## config.mk

```make
export PLATFORM = sky130hd
export DESIGN_NAME = paged_core
export DESIGN_NICKNAME = d
export VERILOG_FILES = /design/src/rtl/pcore_pkg.sv /design/src/rtl/pcore_slice.sv /design/src/rtl/pcore_alu.sv /design/src/rtl/pcore_decode.sv /design/src/rtl/paged_core.sv
export SDC_FILE = /design/constraint.sdc
export NUM_CORES = 1
export LEC_CHECK = 0
export BUFFER_PORTS_ARGS = -buffer_cell sky130_fd_sc_hd__buf_2
export CAP_MARGIN = 20
export CELL_PAD_IN_SITES_DETAIL_PLACEMENT = 2
export CELL_PAD_IN_SITES_GLOBAL_PLACEMENT = 2
export CORE_MARGIN = 5
export CORE_UTILIZATION = 33
export DETAILED_ROUTE_END_ITERATION = 8
export PLACE_DENSITY_LB_ADDON = 0.1
export SETUP_SLACK_MARGIN = 0.1
export SLEW_MARGIN = 15
export SYNTH_ARGS = -nofsm -noshare
export SYNTH_HDL_FRONTEND = slang
export SYNTH_SLANG_ARGS = --single-unit
```

## constraint.sdc

```tcl
create_clock -name clk -period 11.4 [get_ports clk]
set_clock_uncertainty 0.2 [all_clocks]
set_input_delay 0.57 -clock clk [delete_from_list [all_inputs] [get_ports clk]]
set_output_delay 0.57 -clock clk [all_outputs]
set_load 0.005 [all_outputs]
```

## src/rtl/pcore_pkg.sv

```systemverilog
package pcore_pkg;
    localparam int DATA_W  = 8;
    localparam int ADDR_W  = 16;
    localparam int SLICE_W = 4;
    localparam int N_SLICE = DATA_W / SLICE_W;

    typedef enum logic [7:0] {
        OP_NOP  = 8'h00, OP_LDAI = 8'h01, OP_LDYI = 8'h02, OP_LDAM = 8'h03,
        OP_STA  = 8'h04, OP_ADD  = 8'h05, OP_SUB  = 8'h06, OP_AND  = 8'h07,
        OP_OR   = 8'h08, OP_XOR  = 8'h09, OP_CMP  = 8'h0A, OP_JMP  = 8'h0B,
        OP_JEQ  = 8'h0C, OP_JGT  = 8'h0D, OP_OUTA = 8'h0E, OP_OUTI = 8'h0F
    } opcode_e;

    typedef enum logic [2:0] {
        ALU_ADD, ALU_SUB, ALU_CMP, ALU_AND, ALU_OR, ALU_XOR
    } alu_op_e;

    typedef enum logic [1:0] { ASRC_KEEP, ASRC_IMM, ASRC_MEM, ASRC_ALU } asrc_e;
    typedef enum logic [1:0] { OSRC_KEEP, OSRC_ACC, OSRC_IMM } osrc_e;
    typedef enum logic [1:0] { BR_NONE, BR_ALWAYS, BR_EQ, BR_GT } br_e;

    typedef struct packed {
        asrc_e   a_src;
        logic    ld_page;
        alu_op_e alu_op;
        logic    flag_wr;
        logic    mem_we;
        osrc_e   o_src;
        br_e     br;
    } ctrl_t;

    // carry-in of the low slice; CMP uses A + ~B so that carry means A > B
    function automatic logic alu_cin(input alu_op_e op);
        return (op == ALU_SUB);
    endfunction

    function automatic logic alu_invert_b(input alu_op_e op);
        return (op == ALU_SUB) || (op == ALU_CMP);
    endfunction
endpackage

```

## src/rtl/pcore_slice.sv

```systemverilog
module pcore_slice
    import pcore_pkg::*;
(
    input  logic [SLICE_W-1:0] a,
    input  logic [SLICE_W-1:0] b,
    input  logic               cin,
    input  alu_op_e            op,
    output logic [SLICE_W-1:0] f,
    output logic               cout,
    output logic               eq
);
    logic [SLICE_W-1:0] b_eff;
    logic [SLICE_W:0]   sum;

    always_comb begin
        b_eff = alu_invert_b(op) ? ~b : b;
        sum   = {1'b0, a} + {1'b0, b_eff} + {{SLICE_W{1'b0}}, cin};
        unique case (op)
            ALU_AND: f = a & b;
            ALU_OR:  f = a | b;
            ALU_XOR: f = a ^ b;
            default: f = sum[SLICE_W-1:0];
        endcase
        cout = sum[SLICE_W];
        eq   = (a == b);
    end
endmodule

```

## src/rtl/pcore_alu.sv

```systemverilog
module pcore_alu
    import pcore_pkg::*;
(
    input  logic [DATA_W-1:0] a,
    input  logic [DATA_W-1:0] b,
    input  alu_op_e           op,
    output logic [DATA_W-1:0] f,
    output logic              carry,
    output logic              equal
);
    logic [N_SLICE:0]   c_chain;
    logic [N_SLICE-1:0] eq_sl;

    assign c_chain[0] = alu_cin(op);

    for (genvar s = 0; s < N_SLICE; s++) begin : g_slice
        pcore_slice u_slice (
            .a    (a[s*SLICE_W +: SLICE_W]),
            .b    (b[s*SLICE_W +: SLICE_W]),
            .cin  (c_chain[s]),
            .op   (op),
            .f    (f[s*SLICE_W +: SLICE_W]),
            .cout (c_chain[s+1]),
            .eq   (eq_sl[s])
        );
    end

    assign carry = c_chain[N_SLICE];
    assign equal = &eq_sl;
endmodule

```

## src/rtl/pcore_decode.sv

```systemverilog
module pcore_decode
    import pcore_pkg::*;
(
    input  logic [7:0] opcode,
    output ctrl_t      ctl
);
    always_comb begin
        ctl = '{a_src: ASRC_KEEP, ld_page: 1'b0, alu_op: ALU_ADD, flag_wr: 1'b0,
                mem_we: 1'b0, o_src: OSRC_KEEP, br: BR_NONE};
        case (opcode)
            OP_LDAI: ctl.a_src = ASRC_IMM;
            OP_LDYI: ctl.ld_page = 1'b1;
            OP_LDAM: ctl.a_src = ASRC_MEM;
            OP_STA:  ctl.mem_we = 1'b1;
            OP_ADD:  begin ctl.a_src = ASRC_ALU; ctl.alu_op = ALU_ADD; ctl.flag_wr = 1'b1; end
            OP_SUB:  begin ctl.a_src = ASRC_ALU; ctl.alu_op = ALU_SUB; ctl.flag_wr = 1'b1; end
            OP_AND:  begin ctl.a_src = ASRC_ALU; ctl.alu_op = ALU_AND; end
            OP_OR:   begin ctl.a_src = ASRC_ALU; ctl.alu_op = ALU_OR;  end
            OP_XOR:  begin ctl.a_src = ASRC_ALU; ctl.alu_op = ALU_XOR; end
            OP_CMP:  begin ctl.alu_op = ALU_CMP; ctl.flag_wr = 1'b1; end
            OP_JMP:  ctl.br = BR_ALWAYS;
            OP_JEQ:  ctl.br = BR_EQ;
            OP_JGT:  ctl.br = BR_GT;
            OP_OUTA: ctl.o_src = OSRC_ACC;
            OP_OUTI: ctl.o_src = OSRC_IMM;
            default: ;
        endcase
    end
endmodule

```

## src/rtl/paged_core.sv

```systemverilog
module paged_core
    import pcore_pkg::*;
(
    input  logic              clk,
    input  logic              rst,
    output logic [ADDR_W-1:0] imem_addr,
    input  logic [15:0]       imem_data,
    output logic [ADDR_W-1:0] dmem_addr,
    output logic [DATA_W-1:0] dmem_wdata,
    output logic              dmem_we,
    input  logic [DATA_W-1:0] dmem_rdata,
    output logic [DATA_W-1:0] vout
);
    logic [ADDR_W-1:0] pc;
    logic [DATA_W-1:0] acc, page, port_q, imm, alu_f;
    logic              f_eq, f_gt, alu_c, alu_eq, taken;
    logic [7:0]        opcode;
    ctrl_t             ctl;

    assign opcode = imem_data[15:8];
    assign imm    = imem_data[7:0];

    pcore_decode u_dec (.opcode(opcode), .ctl(ctl));

    pcore_alu u_alu (
        .a(acc), .b(imm), .op(ctl.alu_op),
        .f(alu_f), .carry(alu_c), .equal(alu_eq)
    );

    always_comb begin
        unique case (ctl.br)
            BR_ALWAYS: taken = 1'b1;
            BR_EQ:     taken = f_eq;
            BR_GT:     taken = f_gt;
            default:   taken = 1'b0;
        endcase
    end

    always_ff @(posedge clk) begin
        if (rst) begin
            pc     <= '0;
            acc    <= '0;
            page   <= '0;
            f_eq   <= 1'b0;
            f_gt   <= 1'b0;
            port_q <= '0;
        end else begin
            pc <= taken ? {page, imm} : pc + 16'd1;
            unique case (ctl.a_src)
                ASRC_IMM: acc <= imm;
                ASRC_MEM: acc <= dmem_rdata;
                ASRC_ALU: acc <= alu_f;
                default:  ;
            endcase
            if (ctl.ld_page) page <= imm;
            if (ctl.flag_wr) begin
                f_eq <= alu_eq;
                f_gt <= alu_c;
            end
            unique case (ctl.o_src)
                OSRC_ACC: port_q <= acc;
                OSRC_IMM: port_q <= imm;
                default:  ;
            endcase
        end
    end

    assign imem_addr  = pc;
    assign dmem_addr  = {page, imm};
    assign dmem_wdata = acc;
    assign dmem_we    = ctl.mem_we;
    assign vout       = port_q;


    pc_step_chk: assert property (@(posedge clk) disable iff (rst)
        (!$past(rst) && !$past(taken)) |-> pc == $past(pc) + 16'd1);


    jump_target_chk: assert property (@(posedge clk) disable iff (rst)
        (!$past(rst) && $past(taken)) |-> pc == {$past(page), $past(imem_data[7:0])});


    cmp_keeps_acc_chk: assert property (@(posedge clk) disable iff (rst)
        (!$past(rst) && $past(opcode) == OP_CMP) |-> $stable(acc));


    cmp_eq_flag_chk: assert property (@(posedge clk) disable iff (rst)
        (!$past(rst) && $past(opcode) == OP_CMP) |-> f_eq == ($past(acc) == $past(imem_data[7:0])));


    cmp_gt_flag_chk: assert property (@(posedge clk) disable iff (rst)
        (!$past(rst) && $past(opcode) == OP_CMP) |-> f_gt == ($past(acc) > $past(imem_data[7:0])));


    port_hold_chk: assert property (@(posedge clk) disable iff (rst)
        (!$past(rst) && $past(opcode) != OP_OUTA && $past(opcode) != OP_OUTI) |-> $stable(vout));


    page_hold_chk: assert property (@(posedge clk) disable iff (rst)
        (!$past(rst) && $past(opcode) != OP_LDYI) |-> $stable(page));
endmodule

```

# Word level (Yosys, flattened, before mapping)
# Index checks and enable logic that the tools add are counted.
# classes
bitwise	8
n_reduce_logical	6
muxes	15
eq_ne	30
addsub	5
# ops
op	n
8-bit by 4-bit equality test with 1-bit output, second input constant	8
8-bit by 3-bit equality test with 1-bit output, second input constant	4
4-bit one-hot mux with 3 select lines	2
8-bit one-hot mux with 3 select lines	1
16-bit by 1-bit adder with 16-bit output, second input constant	1
8-bit by 2-bit equality test with 1-bit output, second input constant	2
16-bit two-way mux	1
8-bit one-hot mux with 2 select lines	1
3-bit one-hot mux with 5 select lines	1
2-bit one-hot mux with 3 select lines	2
4-bit by 4-bit adder with 5-bit output	2
5-bit by 1-bit adder with 5-bit output	2
2-bit equality test, second input constant	5
4-bit bitwise AND	2
4-bit equality test	2
8-bit by 1-bit equality test with 1-bit output, second input constant	1
4-bit two-way mux	2
4-bit inverter	2
4-bit bitwise OR	2
4-bit XOR	2
2-bit by 1-bit equality test with 1-bit output, second input constant	3
3-bit by 2-bit equality test with 1-bit output, second input constant	2
3-bit equality test, second input constant	2
5-bit OR reduction	1
other kinds (9)	11
# word_totals
register_bits	42
wordCells	70
output_inout_bits	49

# Longest topological paths before layout
# logic_depth
word_depth	10
ltp_mapped	18

# By module
# From an unflattened synthesis, not the netlist that was laid out.
# unflattened
cells_unflattened	389
hier_area_um2	3338.2
# modules_own_cells
mod	area_each_um2	n_inst	seq_area_each_um2	cells_per_inst
paged_core	2052.0	1	840.8	209
pcore_slice	526.8	2	0.0	72
pcore_decode	214.0	1	0.0	34
pcore_alu	18.8	1	0.0	2

# Least setup slack after synthesis
# Ideal clock, no wire load.
# synth_timing
kind	input to register
from	input imem_data[13]
to	register acc[5], in the netlist dmem_wdata[5]
t_arrival_ps	3873
setup_time_ps	86
setup_slack_ps	7242
path_stages	17
n_path_buf	0
t_required_ps	11114
path_cell_list	nor4_4 > and2_1 > o21ai_2 > xnor2_1 > fa_1 > inv_1 > fa_1 > a21o_1 > a21o_1 > fa_1 > inv_1 > fa_1 > nor2_1 > o21ai_0 > a21oi_1 > a2111oi_0 > a211oi_1
# synth_via
elab_chain_len	10
# synth_lines
element	line_no	source
from (decl)	paged_core.sv:7	input logic [15:0] imem_data,
8-bit by 4-bit equality test with 1-bit output or 8-bit by 3-bit equality test with 1-bit output (tied branches)	pcore_decode.sv:10	case (opcode)
3-bit one-hot mux with 5 select lines	pcore_decode.sv:10	
3-bit by 1-bit equality test with 1-bit output or 3-bit by 2-bit equality test with 1-bit output (tied branches)	pcore_pkg.sv:34, pcore_pkg.sv:38	
1-bit logical OR	pcore_pkg.sv:38	return (op == ALU_SUB) || (op == ALU_CMP);
4-bit two-way mux	pcore_slice.sv:16	b_eff = alu_invert_b(op) ? ~b : b;
4-bit by 4-bit adder with 5-bit output	pcore_slice.sv:17	sum = {1'b0, a} + {1'b0, b_eff} + {{SLICE_W{1'b0}}, cin};
5-bit by 1-bit adder with 5-bit output (2 in series)	pcore_slice.sv:17	
4-bit one-hot mux with 3 select lines	pcore_slice.sv:18	unique case (op)
8-bit one-hot mux with 3 select lines	paged_core.sv:49	unique case (ctl.a_src)
to (signal assigned)	paged_core.sv:50	ASRC_IMM: acc <= imm;
to (signal assigned)	paged_core.sv:51	ASRC_MEM: acc <= dmem_rdata;
to (signal assigned)	paged_core.sv:52	ASRC_ALU: acc <= alu_f;
to (decl)	paged_core.sv:15	logic [DATA_W-1:0] acc, page, port_q, imm, alu_f;
# Parallel ways exist; a longest one is shown, timed or not.
# A chain may end at the register's enable or synchronous reset.

# Worst setup path after layout
# Same ends and word-level chain as after synthesis.

==> impl_metrics.csv <==
group,metric,value,unit
drt,drtIter0Drc,89,
clock_network,cts_buffers,5,
worst_setup_path,end_kind,"flop",
drt,routed-wl-met3,356,um
drt,wl_met2,5.53,mm
global_routing,grt_pass1_wl,17.5,mm
global_routing,gr-total-overflow,0,
sta,setup_viol,0,
worst_setup_path,path_cells,"buf_2 > nor4_4 > and2_1 > o21ai_2 > xnor2_1 > fa_1 > inv_1 > fa_1 > a21o_1 > a21o_1 > fa_1 > inv_1 > fa_1 > nor2_1 > o21ai_0 > a21oi_1 > a2111oi_0 > a211oi_1",
synth,synth_adder_area_share,12.3,%
drt,avgRoutedWirePerCell,20.1,um
die,ios,75,
global_routing,grt_pass1_vias,3193,
sta,period_minus_slack,4.78,ns
synth,yosys.area.top_type_share,27.3,%
die,die_w,107,um
worst_setup_path,required,11.42,ns
cells_and_area,diodes,0,
sta,relSlewSlack,41.6,%
synth,ys_ff_latch,42,
worst_hold_path,whs_path_depth,2,
global_routing,antenna_found_initial,0,
drt,via_per_inst,5.51,
sta,finalCritPeriodShare,41.9,%
synth,seq_area_frac_synth,27.3,%
drt,ant_nets,0,
sta,worst_slew_pin_slew,0.876,ns
worst_setup_path,crit_type,"in -> reg",
worst_hold_path,hp-class,"reg -> reg",
clock_network,clkTransAtPathRegs,0.10,ns
placement,gp_congestion,0.754,
drt,wl,11.0,mm
drt,dr.pass1.iters,4,
synth,synth_top_cell_by_area,"dfxtp_1",
cells_and_area,drive_above_1_share,21.5,%
synth,syn-num-nets,437,
synth,ys_top_cells_by_count,"nor2_1 (55), dfxtp_1 (42), a21oi_1 (31), nand2_1 (31)",
sta,rsz0062_at_grt,"false",
worst_setup_path,crit_family,"adder cells",
worst_setup_path,cp_data_arrival_time,4.80,ns
synth,synth-compound-area-share,19.6,%
clock_network,cts-root-buf,"clkbuf_8",
worst_setup_path,startpoint_type,"input pin",
die,core,9200,um2
clock_network,cts_buffer_depth,2,
synth,ys_async_sr_fraction,0,%
synth,synthMuxAreaShare,3.57,%
drt,highest_layer,"met4",
synth,synth.cell_area,3090,um2
synth,netlist_instances,383,
worst_setup_path,cp_slowest_stage_delay,0.49,ns
synth,yosys_warnings,0,
synth,syn-mean-instance-area,8.06,um2
die,die_h,107,um
clock_network,cts_resized,0,
worst_setup_path,cp_num_cells,18,
clock_network,cts_setup_buffers,0,
worst_setup_path,critPathBufInv,3,
sta,fmax,209,MHz
power_and_ir_drop,p_leak,1.54,nW
run,cap_violations,0,
power_and_ir_drop,p_per_area,86.4,nW/um2
clock_network,clk_latency,0.30,ns
clock_network,tritoncts,"yes",
synth,yosys.area_share.xor_xnor,7.66,%
global_routing,grt_max_degree,44,
die,start_util,33.6,%
clock_network,postCtsHoldBufs,0,
placement,dpl_cell_area,3460,um2
clock_network,cts_sinks,42,
synth,synth-simple-area-share,22.2,%
sta,setup_ws,6.62,ns
synth,ys.flop_type,"dfxtp_1",
global_routing,grt_usage,19.8,%
clock_network,htree_levels,2,
cells_and_area,nets,491,
power_and_ir_drop,ir_drop,0.0000450,V
cells_and_area,finalInstanceArea,3550,um2
cells_and_area,area.growth.synth_to_final,15.0,%
worst_setup_path,cp_slowest_cell,"nor4_4",
worst_setup_path,r2r_cells,14,
drt,wl_met1,4.99,mm
drt,vias,3026,
placement,numPortBuffers,74,
worst_setup_path,cp_max_fo,12,
synth,synth_top_family_by_area,"simple AND/OR/NAND/NOR gates",
outcome,status,"completed",
sta,final-hold-violation-count,0,
synth,ys_types,47,
synth,yosysMostFrequentCell,"nor2_1",
synth,synthTopCellsByArea,"dfxtp_1 (27%), ha_1 (9.7%), nor2_1 (6.7%)",
drt,drc,0,
sta,tns,0,ns
worst_setup_path,cpMostUsedCell,"fa_1",
placement,dp_worst_setup_slack,6.33,ns
synth,synth-edff-count,0,
die,dieArea,11400,um2
placement,hpwl,8.34,mm
sta,report.final.slew_viol_count,0,
die,rows,35,
-- kinds of logic (layout without fill, tap and decap cells) --
group                    Yosys count  after routing
adder cells (fa/ha/maj)           28             28
buffers and inverters             50            105
flip-flops                        42             42
multiplexers                      11             11
AO/OA/AOI/OAI                     90             90
XOR/XNOR                          27             27
AND/OR/NAND/NOR                  135            135
-- registers in the layout, indices dropped and copies added (netlist names) --
register / count
imem_addr: 16
page: 8
f_eq: 1
f_gt: 1
vout: 8
dmem_wdata: 8
-- path summary, 6_finish.rpt --
path | start | end | slack, ns
setup / recovery | imem_data[13] | dmem_wdata[5] | 6.62
hold reg to reg | page[4] | page[4] | 0.28
hold / removal | page[4] | page[4] | 0.28
setup reg to reg | dmem_wdata[0] | dmem_wdata[5] | 8.02
-- through the flow --
step                      utilization, %  instances  total power [W]  hold WS [ns]
final                               38.6        549         0.000307         0.277
after global routing                38.6        549         0.000324         0.312
after CTS                           38.6        549         0.000311         0.280
after detailed placement            37.6        541         0.000207         0.266
after global placement              37.6        541         0.000205         0.260
after floorplan                        -        383         0.000185         0.260
-- worst register-to-register path: cells and delay by family, from the launching register on --
family,cells,cell delay (ns)
compound gates,6,0.98
fa+ha+maj,4,1.35
simple gates,1,0.05
buf+inv,3,0.26
flops,1,0.41
-- final cells by class --
cell class / instances / area [um2]
inverters: 22 / 82.6
repair buffers: 75 / 378
fillers: 1130 / 5650
clock buffers: 5 / 68.8
well taps: 111 / 139
multi-input cells: 291 / 2020
flip-flops and latches: 42 / 841
clock inverters: 3 / 21.3
-- where the power goes --
part | switching, W | internal [W]
clock network | 0.0000601 | 0.0000432
logic | 0.0000329 | 0.0000185
registers | 0.00000339 | 0.000148
total | 0.0000965 | 0.000210
-- routing by layer --
layer | GRT usage [%] | up-vias
met2 | 34.6 | 68
met1 | 25.7 | 1510
met3 | 3.13 | 12
li1 | - | 1436
met5 | 0 | -
met4 | 4.29 | 0
-- placed cells by master (no fill, tap or decap), types with 11 or more instances in the layout --
| cell | Yosys | routed |
|---|---|---|
| buf_2 | 8 | 74 |
| nor2_1 | 55 | 55 |
| dfxtp_1 | 42 | 42 |
| nand2_1 | 31 | 31 |
| a21oi_1 | 31 | 31 |
| a211oi_1 | 24 | 24 |
| ha_1 | 24 | 24 |
| inv_1 | 21 | 21 |
| xnor2_1 | 16 | 16 |
| nand3_1 | 16 | 16 |
| mux2i_1 | 11 | 11 |
| xor2_1 | 11 | 11 |
Note: power is estimated with default switching activity, not from simulation.
